==> src/rtl/tpb_pkg.sv <==
package tpb_pkg;
  // Next-cycle ownership summary handed from the sequencer to the drivers
  typedef struct packed {
    logic own;    // device drives the bus next cycle
    logic first;  // next quadrant is quadrant 0
    logic last;   // next quadrant is the final quadrant
  } tpb_turn_t;
endpackage

==> src/rtl/tpb_mode_latch.sv <==
module tpb_mode_latch (
  input  logic clk,
  input  logic rst,
  input  logic poll_mode_i,
  input  logic master_i,
  output logic poll_en,
  output logic start_req
);
  always_ff @(posedge clk) begin
    if (rst) begin
      poll_en   <= poll_mode_i;
      start_req <= poll_mode_i & master_i;
    end else begin
      start_req <= 1'b0;
    end
  end


  mode_hold_chk: assert property (@(posedge clk) disable iff (rst)
    !rst |=> $stable(poll_en));


  start_once_chk: assert property (@(posedge clk) disable iff (rst)
    start_req |=> !start_req);
endmodule

==> src/rtl/tpb_owner_seq.sv <==
module tpb_owner_seq
  import tpb_pkg::*;
#(
  parameter int QUADS  = 4,
  parameter int QIDX_W = 2
) (
  input  logic              clk,
  input  logic              rst,
  input  logic              poll_en,
  input  logic              start_req,
  input  logic              tok_in,
  output tpb_turn_t         nxt_turn,
  output logic [QIDX_W-1:0] nxt_quad
);
  localparam logic [QIDX_W-1:0] LAST = QIDX_W'(QUADS - 1);

  logic              own_q;
  logic [QIDX_W-1:0] quad_q;
  logic              nxt_own;

  // Mid-turn: keep stepping, tokens ignored. End of turn or idle: token/start opens a turn.
  always_comb begin
    nxt_own  = 1'b0;
    nxt_quad = '0;
    if (poll_en) begin
      if (own_q && (quad_q != LAST)) begin
        nxt_own  = 1'b1;
        nxt_quad = quad_q + 1'b1;
      end else if (tok_in || start_req) begin
        nxt_own  = 1'b1;
        nxt_quad = '0;
      end
    end
  end

  assign nxt_turn.own   = nxt_own;
  assign nxt_turn.first = nxt_own && (nxt_quad == '0);
  assign nxt_turn.last  = nxt_own && (nxt_quad == LAST);

  always_ff @(posedge clk) begin
    if (rst) begin
      own_q  <= 1'b0;
      quad_q <= '0;
    end else begin
      own_q  <= nxt_own;
      quad_q <= nxt_quad;
    end
  end


  quad_step_chk: assert property (@(posedge clk) disable iff (rst)
    (own_q && quad_q != LAST) |=> (own_q && quad_q == $past(quad_q) + 1'b1));


  idle_stay_chk: assert property (@(posedge clk) disable iff (rst)
    (!own_q && !tok_in && !start_req) |=> !own_q);
endmodule

==> src/rtl/tpb_quad_drive.sv <==
module tpb_quad_drive
  import tpb_pkg::*;
#(
  parameter int QUADS  = 4,
  parameter int QUAD_W = 8,
  parameter int QIDX_W = 2,
  localparam int FLAG_W = QUADS * QUAD_W
) (
  input  logic              clk,
  input  logic              rst,
  input  tpb_turn_t         nxt_turn,
  input  logic [QIDX_W-1:0] nxt_quad,
  input  logic [FLAG_W-1:0] flags,
  output logic [QUAD_W-1:0] bus_o,
  output logic              oe_o,
  output logic              sync_o,
  output logic              tok_o
);
  logic [QUAD_W-1:0] slice;

  always_comb begin
    slice = flags[nxt_quad*QUAD_W +: QUAD_W];
  end

  always_ff @(posedge clk) begin
    if (rst) begin
      bus_o  <= '0;
      oe_o   <= 1'b0;
      sync_o <= 1'b0;
      tok_o  <= 1'b0;
    end else begin
      bus_o  <= nxt_turn.own ? slice : '0;
      oe_o   <= nxt_turn.own;
      sync_o <= nxt_turn.first;
      tok_o  <= nxt_turn.last;
    end
  end


  sync_oe_chk: assert property (@(posedge clk) disable iff (rst)
    sync_o |-> oe_o);


  tok_pulse_chk: assert property (@(posedge clk) disable iff (rst)
    tok_o |=> !tok_o);


  sync_single_chk: assert property (@(posedge clk) disable iff (rst)
    sync_o |=> !sync_o);


  idle_zero_chk: assert property (@(posedge clk) disable iff (rst)
    !oe_o |-> (bus_o == '0));
endmodule

==> src/rtl/poll_token_bus.sv <==
module poll_token_bus
  import tpb_pkg::*;
#(
  parameter int QUADS  = 4,
  parameter int QUAD_W = 8,
  localparam int FLAG_W = QUADS * QUAD_W,
  localparam int QIDX_W = (QUADS > 1) ? $clog2(QUADS) : 1
) (
  input  logic              clk,
  input  logic              rst,
  input  logic              poll_mode_i,
  input  logic              master_i,
  input  logic              tok_in_i,
  input  logic [FLAG_W-1:0] flags_i,
  output logic [QUAD_W-1:0] bus_o,
  output logic              bus_oe_o,
  output logic              sync_o,
  output logic              tok_out_o
);
  logic              poll_en;
  logic              start_req;
  tpb_turn_t         nxt_turn;
  logic [QIDX_W-1:0] nxt_quad;

  tpb_mode_latch u_mode (
    .clk        (clk),
    .rst        (rst),
    .poll_mode_i(poll_mode_i),
    .master_i   (master_i),
    .poll_en    (poll_en),
    .start_req  (start_req)
  );

  tpb_owner_seq #(.QUADS(QUADS), .QIDX_W(QIDX_W)) u_seq (
    .clk      (clk),
    .rst      (rst),
    .poll_en  (poll_en),
    .start_req(start_req),
    .tok_in   (tok_in_i),
    .nxt_turn (nxt_turn),
    .nxt_quad (nxt_quad)
  );

  tpb_quad_drive #(.QUADS(QUADS), .QUAD_W(QUAD_W), .QIDX_W(QIDX_W)) u_drv (
    .clk     (clk),
    .rst     (rst),
    .nxt_turn(nxt_turn),
    .nxt_quad(nxt_quad),
    .flags   (flags_i),
    .bus_o   (bus_o),
    .oe_o    (bus_oe_o),
    .sync_o  (sync_o),
    .tok_o   (tok_out_o)
  );


  direct_quiet_chk: assert property (@(posedge clk) disable iff (rst)
    !poll_en |-> (!bus_oe_o && !sync_o && !tok_out_o));


  release_chk: assert property (@(posedge clk) disable iff (rst)
    (tok_out_o && !tok_in_i) |=> !bus_oe_o);


  handoff_chk: assert property (@(posedge clk) disable iff (rst)
    (tok_out_o && tok_in_i) |=> (bus_oe_o && sync_o));
endmodule

==> config.mk <==
export PLATFORM = sky130hd
export DESIGN_NAME = poll_token_bus
export DESIGN_NICKNAME = d
export VERILOG_FILES = /design/src/rtl/tpb_pkg.sv /design/src/rtl/tpb_mode_latch.sv /design/src/rtl/tpb_owner_seq.sv /design/src/rtl/tpb_quad_drive.sv /design/src/rtl/poll_token_bus.sv
export SDC_FILE = /design/constraint.sdc
export NUM_CORES = 1
export LEC_CHECK = 0
export BUFFER_PORTS_ARGS = -buffer_cell sky130_fd_sc_hd__buf_2
export CAP_MARGIN = 15
export CORE_MARGIN = 8
export CORE_UTILIZATION = 37
export CTS_CLUSTER_DIAMETER = 30
export DETAILED_ROUTE_END_ITERATION = 16
export GPL_TIMING_DRIVEN = 0
export PLACE_DENSITY = 0.76
export SETUP_SLACK_MARGIN = 0.3
export SLEW_MARGIN = 30
export SYNTH_ARGS = -nofsm -noshare
export SYNTH_HDL_FRONTEND = slang
export SYNTH_SLANG_ARGS = --single-unit
==> constraint.sdc <==
create_clock -name clk -period 1.25 [get_ports clk]
set_input_delay 0.3125 -clock clk [delete_from_list [all_inputs] [get_ports clk]]
set_output_delay 0.3125 -clock clk [all_outputs]
set_load 0.01 [all_outputs]
Word-level counts from Yosys, hierarchy flattened

Index checks and enable logic that the tools add are counted.

Bits in registers: 15
Output and inout bits: 11

$add $sub $neg: 1
Equality and inequality tests: 2
Shifts and indexed selects: 1
Muxes and demuxes: 5
Bitwise logic cells: 2
Reductions and logical operators: 6

Operators with widths:

| operator              | count |
|---|---|
| $shiftx A32 B6 Y8     | 1 |
| $mux W2               | 2 |
| $logic_and A1 B1 Y1   | 3 |
| $mux W1               | 3 |
| $add A2 B1 Y2 const B | 1 |
| $eq A2 B2 Y1 const B  | 1 |
| $logic_not A2 Y1      | 1 |
| $ne A2 B2 Y1 const B  | 1 |
| $reduce_or A2 Y1      | 1 |
| $and A1 B1 Y1         | 1 |
| $logic_or A1 B1 Y1    | 1 |
| $not A1 Y1            | 1 |

Depth between registers and ports, before layout

Gate-level depths: netlist (run 1).

Depth in word-level cells: 6
Depth in mapped cells: 5
Depth with buffers taken out: 4

Cells and area by module

A second synthesis (run 1) with hierarchy kept.

Cells, all modules: 62
Area, all modules: 747.0 um2

Modules (own cells, without submodules):

| module         | times used | cells an instance | area an instance (um2) | seq. area each (um2) |
|---|---|---|---|---|
| tpb_quad_drive | 1          | 43                | 510.5                  | 220.2 |
| tpb_owner_seq  | 1          | 16                | 180.2                  | 60.1 |
| tpb_mode_latch | 1          | 3                 | 56.3                   | 50.0 |

Least setup slack after synthesis (run 1)

OpenSTA, ideal clock, no wires.

Path kind: flip-flop to flip-flop
From: reg u_seq.quad_q[0]
To: reg u_drv.bus_o[0]
Library setup time: 86 ps
Arrival time: 1,256 ps
Data required time: 1,164 ps
Slack: -92 ps
Cell stages (with the launch flop): 6
Path buffers: 1
Period minus slack after synthesis: 1,342 ps
Cells stage by stage: dfxtp_1 ha_1 nor2b_4 and3_1 buf_4 a221oi_2

Cells in the longest elaborated chain, start to end: 6
Elaborated cells between the ends (all ways): 10
Those cells by class: add/sub (1); eq/ne (1); shift (1); mux (4); bitwise (1); reduce/logical (2)

Ends and longest elaborated chain:

| what                                                  | line                 | text |
|---|---|---|
| start, declared                                       | tpb_owner_seq.sv:18  | `logic [QIDX_W-1:0] quad_q;` |
| start signal, assigned                                | tpb_owner_seq.sv:46  | `quad_q <= nxt_quad;` |
| branches (longest 6 deep; another with $add A2 B1 Y2) | -                    |  |
| end signal, assigned                                  | tpb_quad_drive.sv:32 | `bus_o <= nxt_turn.own ? slice : '0;` |
| end, declared                                         | tpb_quad_drive.sv:14 | `output logic [QUAD_W-1:0] bus_o,` |

Several ways; the timed one is not identified.
A chain may end at the register's enable or synchronous reset.

Worst setup path in the final report (run 1)

From: reg u_seq.quad_q[0]
To: reg u_drv.bus_o[1]

The elaborated chain is that of the path after synthesis.

==> results of run 1 <==
-- cell type report --
class | count | area share [%]
tap | 27 | 2.744
clock buffer | 3 | 1.829
sequential | 15 | 26.02
buffer | 5 | 3.963
inverter | 2 | 0.6098
multi-input combinational | 55 | 40.35
clock inverter | 1 | 0.4065
timing repair buffer | 53 | 24.09
-- cells by family (layout without fill, tap and decap cells) --
kind of cell	after synthesis	in the layout	share of synthesized area, %
fa+ha+maj	1	1	1.577
simple gates	31	31	24.29
buf+inv	7	64	5.835
compound gates	17	17	21.61
mux	6	6	7.571
flops	15	15	39.12
-- power breakdown --
group	internal [mW]	total, mW	leakage, nW	switching, mW
registers	0.502	0.515	0.126	0.0133
clock network	0.119	0.297	0.0177	0.178
logic	0.120	0.219	0.409	0.0995
-- metrics by stage --
stage	hold slack (ns)	instance area [um2]
after global placement	0.5000	1092
final	0.1973	1231
after detailed placement	0.5015	1092
after global routing	0.1936	1231
after floorplan	0.3775	823.3
after CTS	0.1883	1207
-- how the worst min path moves through the flow --
| stage | startpoint | slack, ns | endpoint | cells past startpoint |
|---|---|---|---|---|
| floorplan | rst | 0.38 | u_seq.quad_q[0] | 1 |
| global placement | poll_mode_i | 0.50 | u_mode.poll_en | 1 |
| detailed placement | poll_mode_i | 0.50 | u_mode.poll_en | 1 |
| CTS | poll_mode_i | 0.19 | u_mode.poll_en | 1 |
| global route | poll_mode_i | 0.19 | u_mode.poll_en | 1 |
| finish | poll_mode_i | 0.20 | u_mode.poll_en | 1 |
-- critical path, delay by kind of cell (launching register included) --
family | cells | cell delay (ns)
compound gates | 2 | 0.32
fa+ha+maj | 1 | 0.17
simple gates | 1 | 0.37
flops | 1 | 0.36
-- timing repair --
action,CTS,global route
gates cloned,1,0
setup buffers,5,0
endpoints found under the setup margin,24,24
resized for setup,13,7
pin swaps,8,2
-- flip-flops by register name, summed over array words and instances, names as in the netlist --
name              cells
u_drv.bus_o           8
u_seq.quad_q          2
u_drv.sync_o          1
u_drv.tok_o           1
u_mode.poll_en        1
u_mode.start_req      1
u_seq.own_q           1
-- Yosys cell counts --
cell and n:
buf_2 1, and3_1 2, buf_4 3, nand2_1 7, a221oi_2 6, a211oi_1 2, dfxtp_1 14, nor3b_2 1
buf_6 1, nand4bb_1 1, nand3b_1 1, o311ai_4 1, nor2_1 2, edfxtp_1 1, o21ai_1 6, and3b_4 1
mux2i_1 6, ha_1 1, inv_1 2, nor4_1 2, nand2b_1 1, nor3_1 3, nor2b_1 8, nand3_1 1
nor2b_4 1, a21oi_1 2
-- layer usage --
layer	share of wire [%]	wire length [um]
met4	2.6	61
met2	48	1145
met5	0	0
met3	6.0	143
met1	43	1027
==> results by group, run 1 <==
Timing
  • Setup TNS: -0.1969 ns
  • Unrepaired setup endpoints after global routing: true
  • Worst slew pin tran: 0.3495 ns
  • Min cycle time layout: 1.295 ns
  • Max-slew violations: 0
  • Hold Vio Cnt, Final: 0
  • Max Fclk: 0.7721 GHz
  • Final Worst Setup Slack: -0.04515 ns
  • Slew headroom: 76.64%
  • Endpoints failing setup: 7
  • Tcrit/Tclk final: 103.6%
  • Clk_skew: 0.0006699 ns

Layout
  • Commonest non-fill, non-tap cell in the layout: buf_2
  • Register area: 320.3 um2
  • FILL cells: 173
  • Fin util: 61.50%
  • Multi-input gate area: 496.7 um2
  • # diodes: 0
  • Non-filler cells, final: 161
  • Most frequent cells in the layout: buf_2, dfxtp_1, nor2b_1, buf_4, nand2_1
  • Proportion of layout cells with a drive suffix above 1: 66.42%
  • Final #Nets: 173
  • Area grow syn2layout: 55.20%

Clock network
  • Clock root cell: clkbuf_4
  • Clk_lat worst skew: 0.29 ns
  • Sink Count: 15
  • CTS tree: built
  • Worst-path clk slew: 0.10 ns
  • H-Tree Depth: 1
  • CTS Buf Count: 3
  • Clock Path Buffers: 2
  • CTS Hold Bufs: 0

Setup path
  • CP Max Fanout: 6
  • Critical Path Sink Type: flip-flop
  • WP data required: 1.46 ns
  • Max stage delay on crit path: 0.37 ns
  • Slowest-stage cell, CP: and3b_4
  • Worst Setup SP: u_seq.quad_q[0]
  • RR Startpoint: u_seq.quad_q[0]
  • Worst EP arrival: 1.51 ns
  • Setup crit end: u_drv.bus_o[1]
  • R2r setup slk: -0.05 ns
  • FF-to-FF path depth: 4
  • Reg-to-reg endpoint: u_drv.bus_o[1]
  • Crit Path Category: flip-flop to flip-flop
  • Worst-path cell chain: ha_4, and3b_4, o21ai_2, a221oi_2
  • Setup crit start kind: flip-flop

Run status
  • Status: finished with violations
  • Failing checks: negative setup slack

GRT
  • First-pass GRT wire length: 3995 um
  • Largest net degree at the start of global routing: 11
  • Vias in the first global route: 845
  • GRT busiest layer: met2
  • GRT Residual Overflow: 0
  • Tot GR Track Use: 12.59%
  • Met3 usage: 3.405%
  • GRT met1 Usage: 14.23%
  • M2 GR Usage: 19.92%
  • Initial antenna violation count: 0

Synth
  • Post-Syn Area per Cell: 10.30 um2
  • Synth Warn #: 0
  • Synth Net Count: 115
  • Area leader, netlist: dfxtp_1
  • Top area cells in the synthesized netlist: dfxtp_1, a221oi_2, mux2i_1
  • Register area share after synthesis: 39.12%
  • Synthesized flop and latch total: 15
  • Synth cell types: 26
  • Syn Std Cell Area: 793.3 um2
  • Post-synth top area share: 35.33%
  • Mapped Cells: 77

Floorplan
  • DIE AREA: 3881 um2
  • Die height: 62.30 um
  • Starting Density: 39.63%
  • IO Count: 48
  • # rows: 16
  • Area of the core: 2002 um2
  • Width of the die: 62.30 um

Flow run
  • Max Cap Violations: 0

Routing
  • DR vias/cell: 4.913
  • Detailed Route Iter0 Violations: 11
  • Post-Route WL: 2379 um
  • Routed WL per cell: 14.78 um
  • Routed vias: 791
  • Drt pass-1 iters: 4
  • Antenna Nets Post-Route: 0
  • DRC viols: 0

Hold path
  • Hold Path Class: input pin to flip-flop

Power
  • Leakage: 0.5528 nW
  • Pwr/cell area: 837.9 nW/um2
  • Maximum VDD drop: 656.5 uV
  • Final Power: 1.032 mW

Placement
  • Pre-CTS WS: -0.07175 ns
  • Placed insts: 151
  • Routability congestion estimate: 0.7521
  • # port buffers: 47
  • Post-DP HPWL: 1719 um
(Power assumes the default switching activity.)
==> run 2, diff against run 1 <==
- CORE_MARGIN: 8 -> 1.5
- CTS_BUF_LIST: default -> sky130_fd_sc_hd__clkbuf_16
==> results by group, run 2 (same netlist as run 1, synthesis figures left out) <==
Run status
  • Status: finished with violations (unchanged)
  • Failing checks: negative setup slack (unchanged)

Floorplan
  • Area of the core: 1982 um2 (was 2002 um2)
  • # rows: 16 (unchanged)
  • IO Count: 48 (unchanged)
  • Starting Density: 40.03% (was 39.63%)
  • Width of the die: 49.30 um (was 62.30 um)
  • DIE AREA: 2430 um2 (was 3881 um2)
  • Die height: 49.30 um (was 62.30 um)

Placement
  • Area after DPL: 1092 um2 (unchanged)
  • Routability congestion estimate: 0.7787 (was 0.7521)
  • # port buffers: 47 (unchanged)
  • Placed insts: 151 (unchanged)
  • Post-DP HPWL: 1432 um (was 1719 um)

Routing
  • DRC viols: 0 (unchanged)
  • Detailed Route Iter0 Violations: 1 (was 11)
  • Routed WL per cell: 13.88 um (was 14.78 um)
  • Routed vias: 789 (was 791)
  • Antenna Nets Post-Route: 0 (unchanged)
  • Post-Route WL: 2249 um (was 2379 um)
  • Drt pass-1 iters: 3 (was 4)
  • DR vias/cell: 4.870 (was 4.913)

Power
  • Psw: 310.8 uW (was 290.6 uW)
  • Leakage: 0.6011 nW (was 0.5528 nW)
  • Pwr/cell area: 1050 nW/um2 (was 837.9 nW/um2)
  • Final Power: 1.365 mW (was 1.032 mW)
  • Clock power frac: 45.6% (was 28.8%)
  • Maximum VDD drop: 814.0 uV (was 656.5 uV)
  • Sequential share of power: 38.2% (was 49.9%)
  • Internal power: 1.054 mW (was 741.0 uW)
  • Sw Share: 22.77% (was 28.17%)
  • Logic pwr share: 16.2% (was 21.3%)

Setup path
  • Slowest-stage cell, CP: dfxtp_4 (was and3b_4)
  • CP Max Fanout: 6 (unchanged)
  • Critical Path Sink Type: flip-flop (unchanged)
  • Delay-heaviest family, CP: flip-flops (was simple AND/OR/NAND/NOR gates)
  • Max stage delay on crit path: 0.35 ns (was 0.37 ns)
  • Setup crit start kind: flip-flop (unchanged)
  • Crit Path Category: flip-flop to flip-flop (unchanged)
  • WP data required: 1.40 ns (was 1.46 ns)
  • Buf/Inv on CP: 0 (unchanged)
  • Worst EP arrival: 1.44 ns (was 1.51 ns)
  • Worst-path cell chain: ha_4, and3b_4, o21ai_1, a221oi_2 (was ha_4, and3b_4, o21ai_2, a221oi_2)

GRT
  • Initial antenna violation count: 0 (unchanged)
  • First-pass GRT wire length: 3532 um (was 3995 um)
  • Vias in the first global route: 796 (was 845)
  • GRT met1 Usage: 21.67% (was 14.23%)
  • GRT busiest layer: met2 (unchanged)
  • Tot GR Track Use: 18.86% (was 12.59%)
  • M2 GR Usage: 34.23% (was 19.92%)
  • Met3 usage: 3.374% (was 3.405%)
  • Largest net degree at the start of global routing: 11 (unchanged)
  • GRT Residual Overflow: 0 (unchanged)

Timing
  • Slew headroom: 75.54% (was 76.64%)
  • Min cycle time layout: 1.293 ns (was 1.295 ns)
  • Clk_skew: 0.001893 ns (was 0.0006699 ns)
  • Tcrit/Tclk final: 103.4% (was 103.6%)
  • Hold Vio Cnt, Final: 0 (unchanged)
  • Unrepaired setup endpoints after global routing: true (unchanged)
  • Max-slew violations: 0 (unchanged)
  • Worst slew pin tran: 0.3661 ns (was 0.3495 ns)
  • Max Fclk: 0.7734 GHz (was 0.7721 GHz)
  • Setup TNS: -0.1779 ns (was -0.1969 ns)
  • Final Worst Setup Slack: -0.04307 ns (was -0.04515 ns)
  • Endpoints failing setup: 11 (was 7)
  • WHS: 0.2583 ns (was 0.1973 ns)

Layout
  • # diodes: 0 (unchanged)
  • Biggest regs: u_drv.bus_o: 8 flops, u_seq.quad_q: 2 flops (unchanged)
  • Final design area excluding fillers: 1300 um2 (was 1231 um2)
  • Non-filler cells, final: 162 (was 161)
  • Max FFs per register: 8 (unchanged)
  • Biggest register: u_drv.bus_o (unchanged)
  • Final #Nets: 174 (was 173)
  • Proportion of layout cells with a drive suffix above 1: 65.19% (was 66.42%)
  • Commonest non-fill, non-tap cell in the layout: buf_2 (unchanged)
  • Most frequent cells in the layout: buf_2, dfxtp_1, buf_6, buf_4 (was buf_2, dfxtp_1, nor2b_1, buf_4, nand2_1)
  • Area grow syn2layout: 63.88% (was 55.20%)

Clock network
  • Clock root cell: clkbuf_16 (was clkbuf_4)
  • Worst-path clk slew: 0.05 ns (was 0.10 ns)
  • Clk_lat worst skew: 0.24 ns (was 0.29 ns)
  • H-Tree Depth: 1 (unchanged)
  • CTS Hold Bufs: 0 (unchanged)
  • Clock Path Buffers: 2 (unchanged)
  • CTS Buf Count: 3 (unchanged)
  • Sink Count: 15 (unchanged)
  • CTS tree: built (unchanged)

Flow run
  • Max Cap Violations: 0 (unchanged)

Hold path
  • Hold Path Class: input pin to flip-flop (unchanged)
run 2: worst paths after layout:
path,start,to,slack [ns],cells after the start
min,rst,u_seq.quad_q[0],0.26,2
max reg2reg,u_seq.quad_q[0],u_drv.bus_o[5],-0.04,4
max,u_seq.quad_q[0],u_drv.bus_o[5],-0.04,4
min reg2reg,u_seq.own_q,u_seq.quad_q[0],0.66,3
run 2: layer usage:
metal	vias to the layer above	share of wire, %
li1	400	-
met1	353	45
met2	34	50
met3	2	4.8
met4	0	0.84
met5	-	0
run 2: repair_timing:
item	in CTS	in global routing
gates resized for setup	9	12
endpoints found under the setup margin	24	24
setup buffers	4	1
pin swaps	4	5
gates cloned	1	1
run 2: area by class of cell:
class                           instances  area [um2]
Tap cell                               27       33.78
Fill cell                             172       681.9
Timing Repair Buffer                   54       307.8
Buffer                                  5       48.80
Inverter                                2       7.507
Sequential cell                        15       317.8
Clock inverter                          1       5.005
Multi-Input combinational cell         55       504.2
Clock buffer                            3       75.07
run 2: power by group through the flow:
stage	Clock, mW	Combinational, mW	Sequential (mW)
2_1_floorplan	0	0.0936	0.535
3_3_place_gp	0	0.184	0.527
3_5_place_dp	0	0.188	0.528
5_1_grt	0.667	0.240	0.522
6_report	0.622	0.222	0.521
4_1_cts	0.631	0.204	0.518
run 2: per-stage QoR:
stage               util (%)  worst slack (ns)
floorplan                  -           0.03679
global placement       55.11          -0.05116
detailed placement     55.11          -0.09297
CTS                    63.32          -0.01966
global route           65.59          -0.08857
finish                 65.59          -0.04307
